File: src/rtl/ipi_core_pkg.sv
`timescale 1ns/1ps
package ipi_core_pkg;
  localparam int OFS_W = 8;
  localparam logic [OFS_W-1:0] OFS_PEND  = 8'h00;
  localparam logic [OFS_W-1:0] OFS_ENA   = 8'h04;
  localparam logic [OFS_W-1:0] OFS_SET   = 8'h08;
  localparam logic [OFS_W-1:0] OFS_CLR   = 8'h0C;
  localparam logic [OFS_W-1:0] OFS_MBOX  = 8'h20;

  typedef struct packed {
    logic pend;
    logic ena;
    logic set;
    logic clr;
    logic mbox;
  } reg_sel_t;
endpackage

File: src/rtl/ipi_decode.sv
`timescale 1ns/1ps
module ipi_decode
  import ipi_core_pkg::*;
#(
  parameter int MBOX_WORDS = 8,
  localparam int IDX_W = $clog2(MBOX_WORDS)
) (
  input  logic [OFS_W-1:0] ofs,
  output reg_sel_t         sel,
  output logic [IDX_W-1:0] mb_idx
);
  localparam int SPAN = MBOX_WORDS * 4;

  logic [OFS_W:0] rel;
  logic           unused_rel_lsb;

  assign rel            = {1'b0, ofs} - {1'b0, OFS_MBOX};
  assign unused_rel_lsb = ^rel[1:0];
  assign mb_idx         = rel[IDX_W+1:2];

  always_comb begin
    sel      = '0;
    sel.pend = (ofs == OFS_PEND);
    sel.ena  = (ofs == OFS_ENA);
    sel.set  = (ofs == OFS_SET);
    sel.clr  = (ofs == OFS_CLR);
    sel.mbox = !rel[OFS_W] && (rel < (OFS_W+1)'(SPAN));
  end
endmodule

File: src/rtl/ipi_status_ctrl.sv
`timescale 1ns/1ps
module ipi_status_ctrl #(
  parameter int DATA_W = 32,
  localparam int VEC_W = $clog2(DATA_W)
) (
  input  logic              clk,
  input  logic              rst,
  input  logic              ena_wr,
  input  logic              set_wr,
  input  logic              clr_wr,
  input  logic [DATA_W-1:0] wdata,
  input  logic              post_valid,
  input  logic [VEC_W-1:0]  post_vec,
  output logic [DATA_W-1:0] pend_q,
  output logic [DATA_W-1:0] ena_q,
  output logic              irq_q
);
  logic [DATA_W-1:0] set_bits;
  logic [DATA_W-1:0] clr_bits;
  logic [DATA_W-1:0] pend_nx;
  logic              raise;
  logic              lower;

  always_comb begin
    set_bits = set_wr ? wdata : '0;
    if (post_valid) set_bits = set_bits | (DATA_W'(1) << post_vec);
    clr_bits = clr_wr ? wdata : '0;
    // clear first, then the set sources
    pend_nx  = (pend_q & ~clr_bits) | set_bits;
    raise    = (set_wr || post_valid) && ((pend_nx & ena_q) != '0);
    lower    = clr_wr && (pend_nx == '0) && (ena_q != '0);
  end

  always_ff @(posedge clk) begin
    if (rst) begin
      pend_q <= '0;
      ena_q  <= '0;
      irq_q  <= 1'b0;
    end else begin
      pend_q <= pend_nx;
      if (ena_wr) ena_q <= wdata;
      if (raise)      irq_q <= 1'b1;
      else if (lower) irq_q <= 1'b0;
    end
  end
endmodule

File: src/rtl/ipi_mailbox.sv
`timescale 1ns/1ps
module ipi_mailbox #(
  parameter int DATA_W = 32,
  parameter int WORDS  = 8,
  localparam int IDX_W = $clog2(WORDS)
) (
  input  logic              clk,
  input  logic              rst,
  input  logic              wr,
  input  logic [IDX_W-1:0]  idx,
  input  logic [DATA_W-1:0] wdata,
  output logic [DATA_W-1:0] rd_q
);
  logic [DATA_W-1:0] mem [WORDS];

  always_ff @(posedge clk) begin
    if (rst) begin
      for (int i = 0; i < WORDS; i++) mem[i] <= '0;
      rd_q <= '0;
    end else begin
      if (wr) mem[idx] <= wdata;
      rd_q <= mem[idx];
    end
  end
endmodule

File: src/rtl/ipi_core_regs.sv
`timescale 1ns/1ps
module ipi_core_regs
  import ipi_core_pkg::*;
#(
  parameter int ADDR_W     = 12,
  parameter int DATA_W     = 32,
  parameter int MBOX_WORDS = 8,
  localparam int VEC_W     = $clog2(DATA_W),
  localparam int IDX_W     = $clog2(MBOX_WORDS)
) (
  input  logic              clk,
  input  logic              rst,
  input  logic              bus_sel,
  input  logic              bus_we,
  input  logic [ADDR_W-1:0] bus_addr,
  input  logic [DATA_W-1:0] bus_wdata,
  output logic [DATA_W-1:0] bus_rdata,
  output logic              bus_err,
  input  logic              post_valid,
  input  logic [VEC_W-1:0]  post_vec,
  output logic              irq
);
  logic [OFS_W-1:0]  ofs;
  reg_sel_t          sel;
  logic [IDX_W-1:0]  mb_idx;
  logic              wr, rd;
  logic [DATA_W-1:0] pend_q, ena_q;
  logic [DATA_W-1:0] mb_rd;
  logic [DATA_W-1:0] reg_rd_q;
  logic              mb_hit_q;
  logic              err_q;
  logic              unused_addr_hi;

  assign ofs            = bus_addr[OFS_W-1:0];
  assign unused_addr_hi = ^bus_addr[ADDR_W-1:OFS_W];
  assign wr             = bus_sel && bus_we;
  assign rd             = bus_sel && !bus_we;

  ipi_decode #(.MBOX_WORDS(MBOX_WORDS)) u_dec (
    .ofs    (ofs),
    .sel    (sel),
    .mb_idx (mb_idx)
  );

  ipi_status_ctrl #(.DATA_W(DATA_W)) u_stat (
    .clk        (clk),
    .rst        (rst),
    .ena_wr     (wr && sel.ena),
    .set_wr     (wr && sel.set),
    .clr_wr     (wr && sel.clr),
    .wdata      (bus_wdata),
    .post_valid (post_valid),
    .post_vec   (post_vec),
    .pend_q     (pend_q),
    .ena_q      (ena_q),
    .irq_q      (irq)
  );

  ipi_mailbox #(.DATA_W(DATA_W), .WORDS(MBOX_WORDS)) u_mbox (
    .clk   (clk),
    .rst   (rst),
    .wr    (wr && sel.mbox),
    .idx   (mb_idx),
    .wdata (bus_wdata),
    .rd_q  (mb_rd)
  );

  always_ff @(posedge clk) begin
    if (rst) begin
      reg_rd_q <= '0;
      mb_hit_q <= 1'b0;
      err_q    <= 1'b0;
    end else begin
      err_q    <= wr && sel.pend;
      mb_hit_q <= rd && sel.mbox;
      if (rd && sel.pend)     reg_rd_q <= pend_q;
      else if (rd && sel.ena) reg_rd_q <= ena_q;
      else                    reg_rd_q <= '0;
    end
  end

  assign bus_rdata = mb_hit_q ? mb_rd : reg_rd_q;
  assign bus_err   = err_q;
endmodule

File: config.mk
export PLATFORM = sky130hd
export DESIGN_NAME = ipi_core_regs
export DESIGN_NICKNAME = d
export VERILOG_FILES = /design/src/rtl/ipi_core_pkg.sv /design/src/rtl/ipi_decode.sv /design/src/rtl/ipi_status_ctrl.sv /design/src/rtl/ipi_mailbox.sv /design/src/rtl/ipi_core_regs.sv
export SDC_FILE = /design/constraint.sdc
export NUM_CORES = 1
export LEC_CHECK = 0
export CORE_UTILIZATION = 45
export DETAILED_ROUTE_END_ITERATION = 16
export PLACE_DENSITY = 0.75
export SKIP_LAST_GASP = 1
export SYNTH_ARGS = -nofsm -noshare
export SYNTH_HDL_FRONTEND = slang
export SYNTH_SLANG_ARGS = --single-unit
File: constraint.sdc
create_clock -name clk -period 3.21 [get_ports clk]
set_input_delay 0.321 -clock clk [delete_from_list [all_inputs] [get_ports clk]]
set_output_delay 0.321 -clock clk [all_outputs]
set_load 0.01 [all_outputs]
# Word level (Yosys, flattened, before mapping)
# Memories as Yosys holds them, arrays and structs flattened. A register that Yosys moved wholly into a read port is not among the register bits.
# Index checks and enable logic that the tools add are counted.
# totals
register_bits	99
mem_bits_rw	256
out_inout_bits	34
elab_cells	57
n_memories	1
# memory_table
name	depth	word_bits	rd	rd_clocked_by_memory_dff	wr	line	text
u_mbox.mem	8	32	1	1	8	ipi_mailbox.sv:14	logic [DATA_W-1:0] mem [WORDS];
# op_classes
addsub	1
magnitude_cmp	1
n_eq_ne	3
shift	1
muxes	16
bitwise	5
reduce_logical	23
# ops
operator	n
2-to-1 mux 32 bit	7
bitwise AND 32 bit	2
bitwise OR 32 bit	2
nonzero test 32 bit	2
zero test 32 bit	1
NOT 32 bit	1
OR reduction 32 bit	1
<< shifter 1 x 5 -> 32 bit, first input constant	1
== test 8 x 4 -> 1 bit, second input constant	2
logical AND 1 bit	14
less-than comparator 9 x 6 -> 1 bit, second input constant	1
subtractor 8 x 6 -> 9 bit, second input constant	1
== test 8 x 3 -> 1 bit, second input constant	1
zero test 8 bit	1
2-to-1 mux 1 bit	8
2-to-1 mux 3 bit	1
zero test 1 bit	2
nonzero test 2 bit	1
logical OR 1 bit	1

# Logic depth before layout (Yosys ltp)
# Gate-level depths: netlist of run 1.
# logic_depth
word_depth	11
depth_mapped	10
ltp_nobuf	7

# Cells and area by module
# From an unflattened synthesis of run 1, not the netlist that was laid out.
# hier_totals
cells_unflattened	1473
hier_area_um2	17943.5
# by_module_without_submodules
mod	n_inst	cells_per_inst	area_each_um2	seq_area_each_um2
ipi_mailbox	1	850	12393.1	8328.0
ipi_status_ctrl	1	423	3618.5	1301.2
ipi_core_regs	1	189	1844.3	680.7
ipi_decode	1	11	87.6	0.0

# Least setup slack after synthesis of run 1
# Ideal clock, no wire load.
# synth_path
path_type	input-to-reg
startpoint	input bus_addr[2]
endpoint	memory u_mbox.mem[1][0] (enable)
setup_ns	0.375
arrival_time_ns	1.934
required_ns	2.835
setup_slack_ns	0.901
path_stages	7
n_path_buf	3
path_cell_list	buf_2 and2_1 buf_4 clkbuf_1 nand2_1 nor3_1 or2_2
# synth_lines
item	line	text
start, declared	ipi_core_regs.sv:15	input logic [ADDR_W-1:0] bus_addr,
end, declared	ipi_mailbox.sv:14	

# Worst setup path in the final report of run 1
# layout_path
startpoint	register mb_hit_q
endpoint	output bus_rdata[14]
# layout_between
elab_chain_len	1
# layout_rtl
item	line	text
start, declared	ipi_core_regs.sv:30	logic mb_hit_q;
start signal, assigned	ipi_core_regs.sv:75	mb_hit_q <= rd && sel.mbox;
2-to-1 mux 32 bit	ipi_core_regs.sv:82	assign bus_rdata = mb_hit_q ? mb_rd : reg_rd_q;
end, declared	ipi_core_regs.sv:17	output logic [DATA_W-1:0] bus_rdata,
# Every way passes these cells.

==> results of run 1 <==
==> per-layer routing <==
metal | share of wire, % | vias to the layer above | routed length [µm] | GRT usage [%]
met4 | 2.4 | 2 | 1060 | 6.77
met5 | 0.018 | - | 8 | 0
met1 | 42 | 5465 | 18600 | 32.3
li1 | - | 4875 | - | -
met2 | 48 | 487 | 21100 | 37.8
met3 | 7.7 | 76 | 3380 | 3.97
==> through the flow <==
stage / setup WS, ps / cell area, µm² / utilization, %
floorplan: 901 / 16900 / -
global placement: 253 / 18400 / 50.1
detailed placement: 243 / 18400 / 50.1
CTS: 486 / 19700 / 53.6
global route: 437 / 19700 / 53.6
finish: 525 / 19700 / 53.6
==> cell usage in the layout (no fill, tap or decap), types with 16 or more instances in the layout <==
cell type,synthesis,routed
a21oi_1,32,32
a221o_1,30,30
a22oi_1,46,46
and2_1,257,257
buf_12,0,16
buf_4,1,34
clkbuf_16,0,41
clkdlybuf4s50_1,0,79
dfxtp_1,131,130
edfxtp_1,256,256
mux2_2,32,32
mux2i_1,32,32
mux4_2,64,64
nand2_1,69,69
nand4_1,38,38
nor2_1,107,100
nor2b_1,31,31
nor4_1,16,16
==> worst paths after layout <==
| kind | startpoint | endpoint |
|---|---|---|
| setup / recovery | mb_hit_q | bus_rdata[14] |
| hold / removal | rst | u_mbox.rd_q[18] |
| setup reg to reg | u_stat.ena_q[15] | u_stat.irq_q |
| hold reg to reg | u_stat.ena_q[13] | u_stat.ena_q[13] |
==> cells by family after synthesis <==
group	Yosys count
compound gates	114
buf+inv	126
flops	387
mux	128
simple gates	560
==> power groups by stage <==
| stage | logic [µW] | registers (µW) | clock network [µW] |
|---|---|---|---|
| floorplan | 410 | 5650 | 0 |
| global placement | 666 | 5660 | 0 |
| detailed placement | 677 | 5670 | 0 |
| CTS | 681 | 5570 | 4670 |
| global route | 723 | 5580 | 4860 |
| finish | 677 | 5570 | 4620 |
==> flip-flops by register name (all words and copies together) (netlist names) <==
| name | cells |
|---|---|
| u_stat.pend_q | 32 |
| mb_hit_q | 1 |
| u_stat.irq_q | 1 |
| u_mbox.rd_q | 32 |
| u_mbox.mem | 256 |
| bus_err | 1 |
| reg_rd_q | 32 |
| u_stat.ena_q | 32 |
==> layout make-up <==
type | instances | share of cell area [%]
clock inverters | 19 | 0.863
multi-input cells | 802 | 31.1
repair buffers | 131 | 6.98
inverters | 3 | 0.0571
clock buffers | 54 | 5.76
well taps | 468 | 2.97
flip-flops and latches | 387 | 52.3
==> cell usage after synthesis (2+ instances only) <==
cell type,count
a21oi_1,32
a221o_1,30
a221oi_1,2
a22oi_1,46
a2bb2oi_1,2
and2_1,257
buf_1,10
buf_2,18
clkbuf_1,92
dfxtp_1,131
edfxtp_1,256
inv_1,3
mux2_2,32
mux2i_1,32
mux4_2,64
nand2_1,69
nand2b_1,4
nand3_1,4
nand3b_1,6
nand4_1,38
nor2_1,107
nor2b_1,31
nor3_1,5
nor4_1,16
or2_2,8
or3_1,4
or3b_2,4
or4_1,2
==> flow_summary.json, run 1 <==
{
  "numPortBuffers": 83,
  "dr.pass1.iters": 5,
  "wl_um": 44200,
  "ant_nets": 0,
  "synthAdderAreaFrac_pct": 0,
  "cts_sinks": 387,
  "wire_per_inst_um": 23.7,
  "drv_cap": 0,
  "synth_area_um2": 16900,
  "cts_setup_buffers": 0,
  "clk_latency_ps": 520,
  "cpLargestDelayFamily": "buffers and inverters",
  "synth_compound_area_share_pct": 5.06,
  "cts_tree": "built",
  "critPathKind": "flop to output port",
  "synth_area_leaders": "edfxtp_1 (45%), dfxtp_1 (16%), and2_1 (9.5%), mux4_2 (8.5%), nor2_1 (2.4%)",
  "placed_cells": 1791,
  "cp.arrival_ps": 2360,
  "vias": 10905,
  "async_flop_share_pct": 0,
  "p_int_uw": 8530,
  "layout.nets": 1420,
  "tightest_slew_ps": 812,
  "fin_skew_ps": 14.6,
  "synth_simple_gate_area_share_pct": 18.4,
  "ys_seq_elements": 387,
  "die_x_um": 196,
  "p_sw_uw": 2340,
  "slowest_stage": "dfxtp_2",
  "outcome": "finished clean",
  "setup_violations": 0,
  "power_frac_seq_pct": 51.2,
  "cts-root-buf": "clkbuf_16",
  "synthDominantCellAreaShare_pct": 45.5,
  "synth_mux_area_share_pct": 12.6,
  "grt_overflow_total": 0,
  "grt_pass1_vias": 11034,
  "initial_utilization_pct": 45.9,
  "rsz0062_at_grt": "no",
  "synth_edf_count": 256,
  "relSlewSlack_pct": 45.9,
  "fin_setup_tns_ps": 0,
  "multi_input_area_um2": 6130,
  "htree_num_levels": 2,
  "regArea_um2": 10300,
  "synth_top_family_by_area": "simple AND/OR/NAND/NOR gates",
  "whs_ps": 149,
  "place_congestion": 0.953,
  "hp-class": "primary input to flop",
  "clkPwrFrac_pct": 42.5,
  "die_y_um": 196,
  "netlist_instances": 1315,
  "critical_path_depth": 3,
  "critPathBufInv": 2,
  "cp-end-kind": "output port",
  "combPwrFrac_pct": 6.2,
  "syn-num-nets": 1369,
  "start_kind": "flop",
  "nFillCells": 2985,
  "cts_resized": 0,
  "place_hpwl_um": 26800,
  "drv_slew": 0,
  "slowest_delay_ps": 720,
  "antenna_found_initial": 1,
  "cp_max_fo": 17,
  "drt_iter0_drc": 1153,
  "yosysWarnings": 0,
  "grt_first_pass_wirelength_um": 66900,
  "peakVddDrop_mv": 0.411,
  "fmax_ghz": 0.372,
  "num_antenna_cells": 0,
  "rr_worst_depth": 7,
  "instances_no_fill": 1864,
  "drive_above_1_share_pct": 16.7,
  "clk_pin_slew_ps": 60,
  "ys_types": 38,
  "hold_violations": 0,
  "synth_flop_cell": "edfxtp_1",
  "rows": 70,
  "cts_hold_buf": 0,
  "coreArea_um2": 36800,
  "syn_avg_cell_area_um2": 12.9,
  "synth_seq_area_share_pct": 61.0,
  "power_leakage_uw": 0.00690,
  "crit_required_ps": 2890,
  "numCtsBuffers": 41,
  "synth_xor_area_share_pct": 0,
  "boundaryPins": 88,
  "grt_max_degree": 74,
  "cts_buffer_depth": 3,
  "power_density_nw_per_um2": 551,
  "drc_errors": 0,
  "syn2layout_area_growth_pct": 16.7,
  "min_period_ps": 2680,
  "p_sw_share_pct": 21.5,
  "crit_path_cell_trace": "buf_12 > mux2_2 > clkdlybuf4s50_1",
  "holdPathStages": 2,
  "track_usage_pct": 23.3,
  "dieArea_um2": 38300,
  "netlist.top_cell.by_area": "edfxtp_1",
  "viasPerCell": 5.85,
  "r2r_setup_slack_ps": 1410,
  "fin_crit_sh_pct": 83.6,
  "total_power_uw": 10900
}
No activity file was read; power rests on OpenSTA's default activity.
==> run 2: changes to the inputs <==
Settings changed: PLACE_DENSITY 0.75 to 0.77.
Clock period 3.21 ns to 2.4 ns, I/O delays scaled along.
==> run 2 against run 1 <==
  * Sequential share of layout area is 1.9 points lower
  * Critical path depth is 7 higher
  * Die area stayed put
  * Sequential power is 34% higher
  * Power is 35% higher
  * Largest power group unchanged
==> flow_summary.json, run 2 (synthesized netlist as in run 1, its figures left out) <==
{
  "outcome": "finished clean",
  "initial_utilization_pct": 45.9,
  "drt_iter0_drc": 1053,
  "crit_start": "bus_addr[1]",
  "r2r_end": "u_stat.irq_q",
  "fin_crit_sh_pct": 97.1,
  "rr_worst_depth": 5,
  "layout.nets": 1495,
  "layout_commonest_cell": "and2_1",
  "crit_path_cell_trace": "clkdlybuf4s50_1 > nor4_4 > buf_4 > buf_12 > nand4_1 > a221o_1 > or3_1 > or3_1 > nor4_2 > o32ai_1",
  "syn2layout_area_growth_pct": 21.1,
  "crit_path_end": "u_stat.irq_q",
  "drive_above_1_share_pct": 21.1,
  "die_x_um": 196,
  "r2r_setup_slack_ps": 660,
  "power_leakage_uw": 0.00733,
  "viasPerCell": 5.83,
  "num_antenna_cells": 0,
  "cpMostUsedCell": "or3_1",
  "final_util_pct": 55.6,
  "cts_sinks": 387,
  "vias": 11307,
  "rows": 70,
  "boundaryPins": 88,
  "antenna_found_initial": 0,
  "nFillCells": 3024,
  "place_congestion": 0.982,
  "grt_use_met3_pct": 3.99,
  "clk_latency_ps": 550,
  "timing.final.ws_setup_ps": 70.1,
  "cpLargestDelayFamily": "simple AND/OR/NAND/NOR gates",
  "critical_path_depth": 10,
  "hold_path.startpoint": "bus_addr[2]",
  "dp_worst_setup_slack_ps": -485,
  "fin_skew_ps": 20.5,
  "largest_reg_flops": 256,
  "dieArea_um2": 38300,
  "cts_buffer_depth": 3,
  "htree_num_levels": 2,
  "cp_max_fo": 16,
  "start_kind": "primary input",
  "coreArea_um2": 36800,
  "grt-busiest-layer": "met2",
  "numCtsBuffers": 41,
  "drc_errors": 0,
  "instances_no_fill": 1941,
  "clk_pin_slew_ps": 60,
  "use_met1_pct": 32.1,
  "grt_overflow_total": 0,
  "power_density_nw_per_um2": 716,
  "numPortBuffers": 83,
  "grt_max_degree": 140,
  "relSlewSlack_pct": 49.2,
  "grt_pass1_vias": 11468,
  "cts_tree": "built",
  "fin_setup_tns_ps": 0,
  "slowest_delay_ps": 460,
  "wire_per_inst_um": 23.4,
  "placed_cells": 1863,
  "wl_um": 45400,
  "die_y_um": 196,
  "grt_first_pass_wirelength_um": 68900,
  "peakVddDrop_mv": 0.490,
  "layout_common_cells": "and2_1 (257), edfxtp_1 (256), dfxtp_1 (130)",
  "hold_violations": 0,
  "setup_violations": 0,
  "reg2reg_from": "u_stat.pend_q[24]",
  "min_period_ps": 2330,
  "ant_nets": 0,
  "cp-end-kind": "flop",
  "dr.pass1.iters": 5,
  "slowest_stage": "clkdlybuf4s50_1",
  "largest-register": "u_mbox.mem",
  "fmax_ghz": 0.429,
  "hp-class": "primary input to flop",
  "critPathKind": "primary input to flop",
  "critPathBufInv": 3,
  "cp.arrival_ps": 2750,
  "track_usage_pct": 24.0,
  "use_met2_pct": 39.7,
  "drv_cap": 0,
  "tightest_slew_ps": 762,
  "crit_required_ps": 2820,
  "drv_slew": 0,
  "place_hpwl_um": 29900,
  "cts_hold_buf": 0,
  "cts-root-buf": "clkbuf_16"
}
[run 2: layer usage]
| layer | part of all wire, % | vias to the layer above |
|---|---|---|
| met5 | 0 | - |
| met4 | 2.9 | 0 |
| met3 | 7.4 | 102 |
| met2 | 48 | 494 |
| met1 | 41 | 5691 |
| li1 | - | 5020 |
[run 2: area by class of cell]
class                   instances  area (µm²)  share of cell area (%)
inverters                       3        11.3                  0.0550
flip-flops and latches        387       10300                    50.4
clock buffers                  56        1160                    5.69
clock inverters                19         149                   0.728
well taps                     468         586                    2.86
repair buffers                206        2090                    10.2
multi-input cells             802        6150                    30.0
[run 2: how the worst min path moves through the flow]
stage,to,depth (start not counted)
2_1_floorplan,mb_hit_q,1
3_3_place_gp,u_stat.ena_q[13],2
3_5_place_dp,reg_rd_q[12],2
4_1_cts,bus_err,4
5_1_grt,bus_err,4
6_report,bus_err,4
[run 2: per-stage QoR]
step / total power [µW] / area, µm² / hold WS (ps)
6_report: 14600 / 20500 / 262
3_5_place_dp: 8600 / 19100 / 496
5_1_grt: 15100 / 20500 / 289
3_3_place_gp: 8560 / 19100 / 483
4_1_cts: 14700 / 20400 / 251
2_1_floorplan: 8100 / 16900 / 312
[run 2: report_power, final]
part           total, µW  internal, µW  switching, µW
registers           7450          7370           78.8
logic               1020           475            545
clock network       6180          3620           2560
total              14600         11500           3190
[run 2: worst min-delay path: stages]
cell and delay [ps]:
buf_4 130, nand2b_1 190, buf_4 140, nor3_1 50
[run 2: what timing repair did]
item	CTS	global route
resized for setup	0	4
endpoints found under the hold margin	0	0
setup endpoints to repair	0	1
buffers inserted	0	2
==> run 3: changes to the inputs <==
Settings changed: PLACE_DENSITY 0.77 to 0.75.
Clock period 2.4 ns to 3 ns, I/O delays scaled along.
==> run 3 against run 2 <==
  * Highest routed layer unchanged
  * Cell area fell by 2.1%
  * Flip-flop and latch count did not move
  * Sequential power fell by 20%
  * Critical path depth fell by 7
  * Die area did not move
==> flow_summary.json, run 3 (synthesized netlist as in run 1, its figures left out) <==
{
  "grt_first_pass_wirelength_um": 68600,
  "rows": 70,
  "cts_tree": "built",
  "drive_above_1_share_pct": 18.7,
  "setup_violations": 0,
  "cp_max_fo": 17,
  "clk_latency_ps": 540,
  "numPortBuffers": 83,
  "drv_cap": 0,
  "cp-end-kind": "output port",
  "coreArea_um2": 36800,
  "crit_path_cell_trace": "buf_12 > mux2_2 > clkdlybuf4s50_1",
  "cts_resized": 0,
  "wl_um": 45400,
  "numCtsBuffers": 41,
  "fmax_ghz": 0.371,
  "r2r_end": "u_stat.irq_q",
  "total_power_uw": 11800,
  "r2r_setup_slack_ps": 1180,
  "track_usage_pct": 23.9,
  "cts-root-buf": "clkbuf_16",
  "place_congestion": 0.976,
  "drc_errors": 0,
  "crit_required_ps": 2700,
  "p_sw_uw": 2570,
  "rr_worst_depth": 6,
  "ant_nets": 0,
  "slowest_delay_ps": 730,
  "crit_start": "mb_hit_q",
  "crit_path_end": "bus_rdata[12]",
  "place_hpwl_um": 28200,
  "dr.pass1.iters": 5,
  "num_antenna_cells": 0,
  "stdcell_area_um2": 20000,
  "layout_commonest_cell": "and2_1",
  "fin_crit_sh_pct": 89.8,
  "dieArea_um2": 38300,
  "fin_skew_ps": 16.3,
  "p_sw_share_pct": 21.7,
  "hold_violations": 0,
  "dpl_cell_area_um2": 18600,
  "critPathKind": "flop to output port",
  "slowest_stage": "dfxtp_2",
  "grt_pass1_vias": 11319,
  "hp-class": "primary input to flop",
  "initial_utilization_pct": 45.9,
  "drt_iter0_drc": 1130,
  "outcome": "finished clean",
  "cp.arrival_ps": 2390,
  "min_period_ps": 2690,
  "wire_per_inst_um": 24.0,
  "die_y_um": 196,
  "relSlewSlack_pct": 43.8,
  "cts_buffer_depth": 3,
  "cts_setup_buffers": 0,
  "htree_num_levels": 2,
  "drv_slew": 0,
  "antenna_found_initial": 0,
  "vias": 11064,
  "power_frac_seq_pct": 50.3,
  "boundaryPins": 88,
  "cts_sinks": 387,
  "rsz0062_at_grt": "no",
  "combPwrFrac_pct": 6.3,
  "die_x_um": 196,
  "peakVddDrop_mv": 0.415,
  "start_kind": "flop",
  "largest_reg_flops": 256,
  "grt_overflow_total": 0,
  "grt_max_degree": 76,
  "final_util_pct": 54.4,
  "tightest_slew_ps": 843,
  "clk_pin_slew_ps": 60,
  "largest-register": "u_mbox.mem",
  "layout.nets": 1447,
  "viasPerCell": 5.84,
  "fin_setup_tns_ps": 0,
  "power_density_nw_per_um2": 591,
  "layout_common_cells": "and2_1 (257), edfxtp_1 (256), dfxtp_1 (130)",
  "p_int_uw": 9280,
  "reg2reg_from": "u_stat.pend_q[7]",
  "power_leakage_uw": 0.00709,
  "clkPwrFrac_pct": 43.4,
  "syn2layout_area_growth_pct": 18.5,
  "cts_hold_buf": 0
}
==> run 3: layout make-up <==
cell class / count / area, µm²
clock buffers: 57 / 1230
clock inverters: 18 / 158
fillers: 2988 / 16800
inverters: 3 / 11.3
multi-input cells: 802 / 6130
flip-flops and latches: 387 / 10300
well taps: 468 / 586
repair buffers: 158 / 1600
==> run 3: power groups by stage <==
stage | Clock (µW) | Combinational (µW) | Sequential, µW
2_1_floorplan | 0 | 439 | 6040
3_3_place_gp | 0 | 738 | 6050
3_5_place_dp | 0 | 750 | 6070
4_1_cts | 5190 | 754 | 5960
5_1_grt | 5400 | 799 | 5970
6_report | 5140 | 751 | 5950
==> run 3: worst min path at each step <==
stage                           start          endpoint  slack (ps)  cells after the start
CTS                               rst          mb_hit_q         100                      3
floorplan                      bus_we          mb_hit_q         370                      1
global route                      rst          mb_hit_q         130                      3
global placement     u_stat.ena_q[13]  u_stat.ena_q[13]         490                      2
detailed placement  u_stat.pend_q[15]      reg_rd_q[15]         490                      2
finish                            rst          mb_hit_q         110                      3
==> run 3: worst max-delay path, delay by kind of cell (launching register included) <==
family	cells	cell delay (ps)
buf+inv	2	750
flops	1	730
mux	1	380
==> run 3: per-stage QoR <==
step,hold slack [ps],setup WS (ps),cells
after detailed placement,491,69.5,1818
after CTS,104,273,1893
after global placement,486,49.9,1818
final,111,307,1893
after global routing,129,228,1893
after floorplan,372,712,1315
==> run 3: per-layer routing <==
metal	GRT usage (%)	up-vias	wire (µm)	part of all wire (%)
li1	-	4930	-	-
met3	3.59	73	3140	6.9
met2	38.5	448	21500	47
met5	0	-	0	0
met4	6.83	0	884	1.9
met1	33.7	5613	19900	44
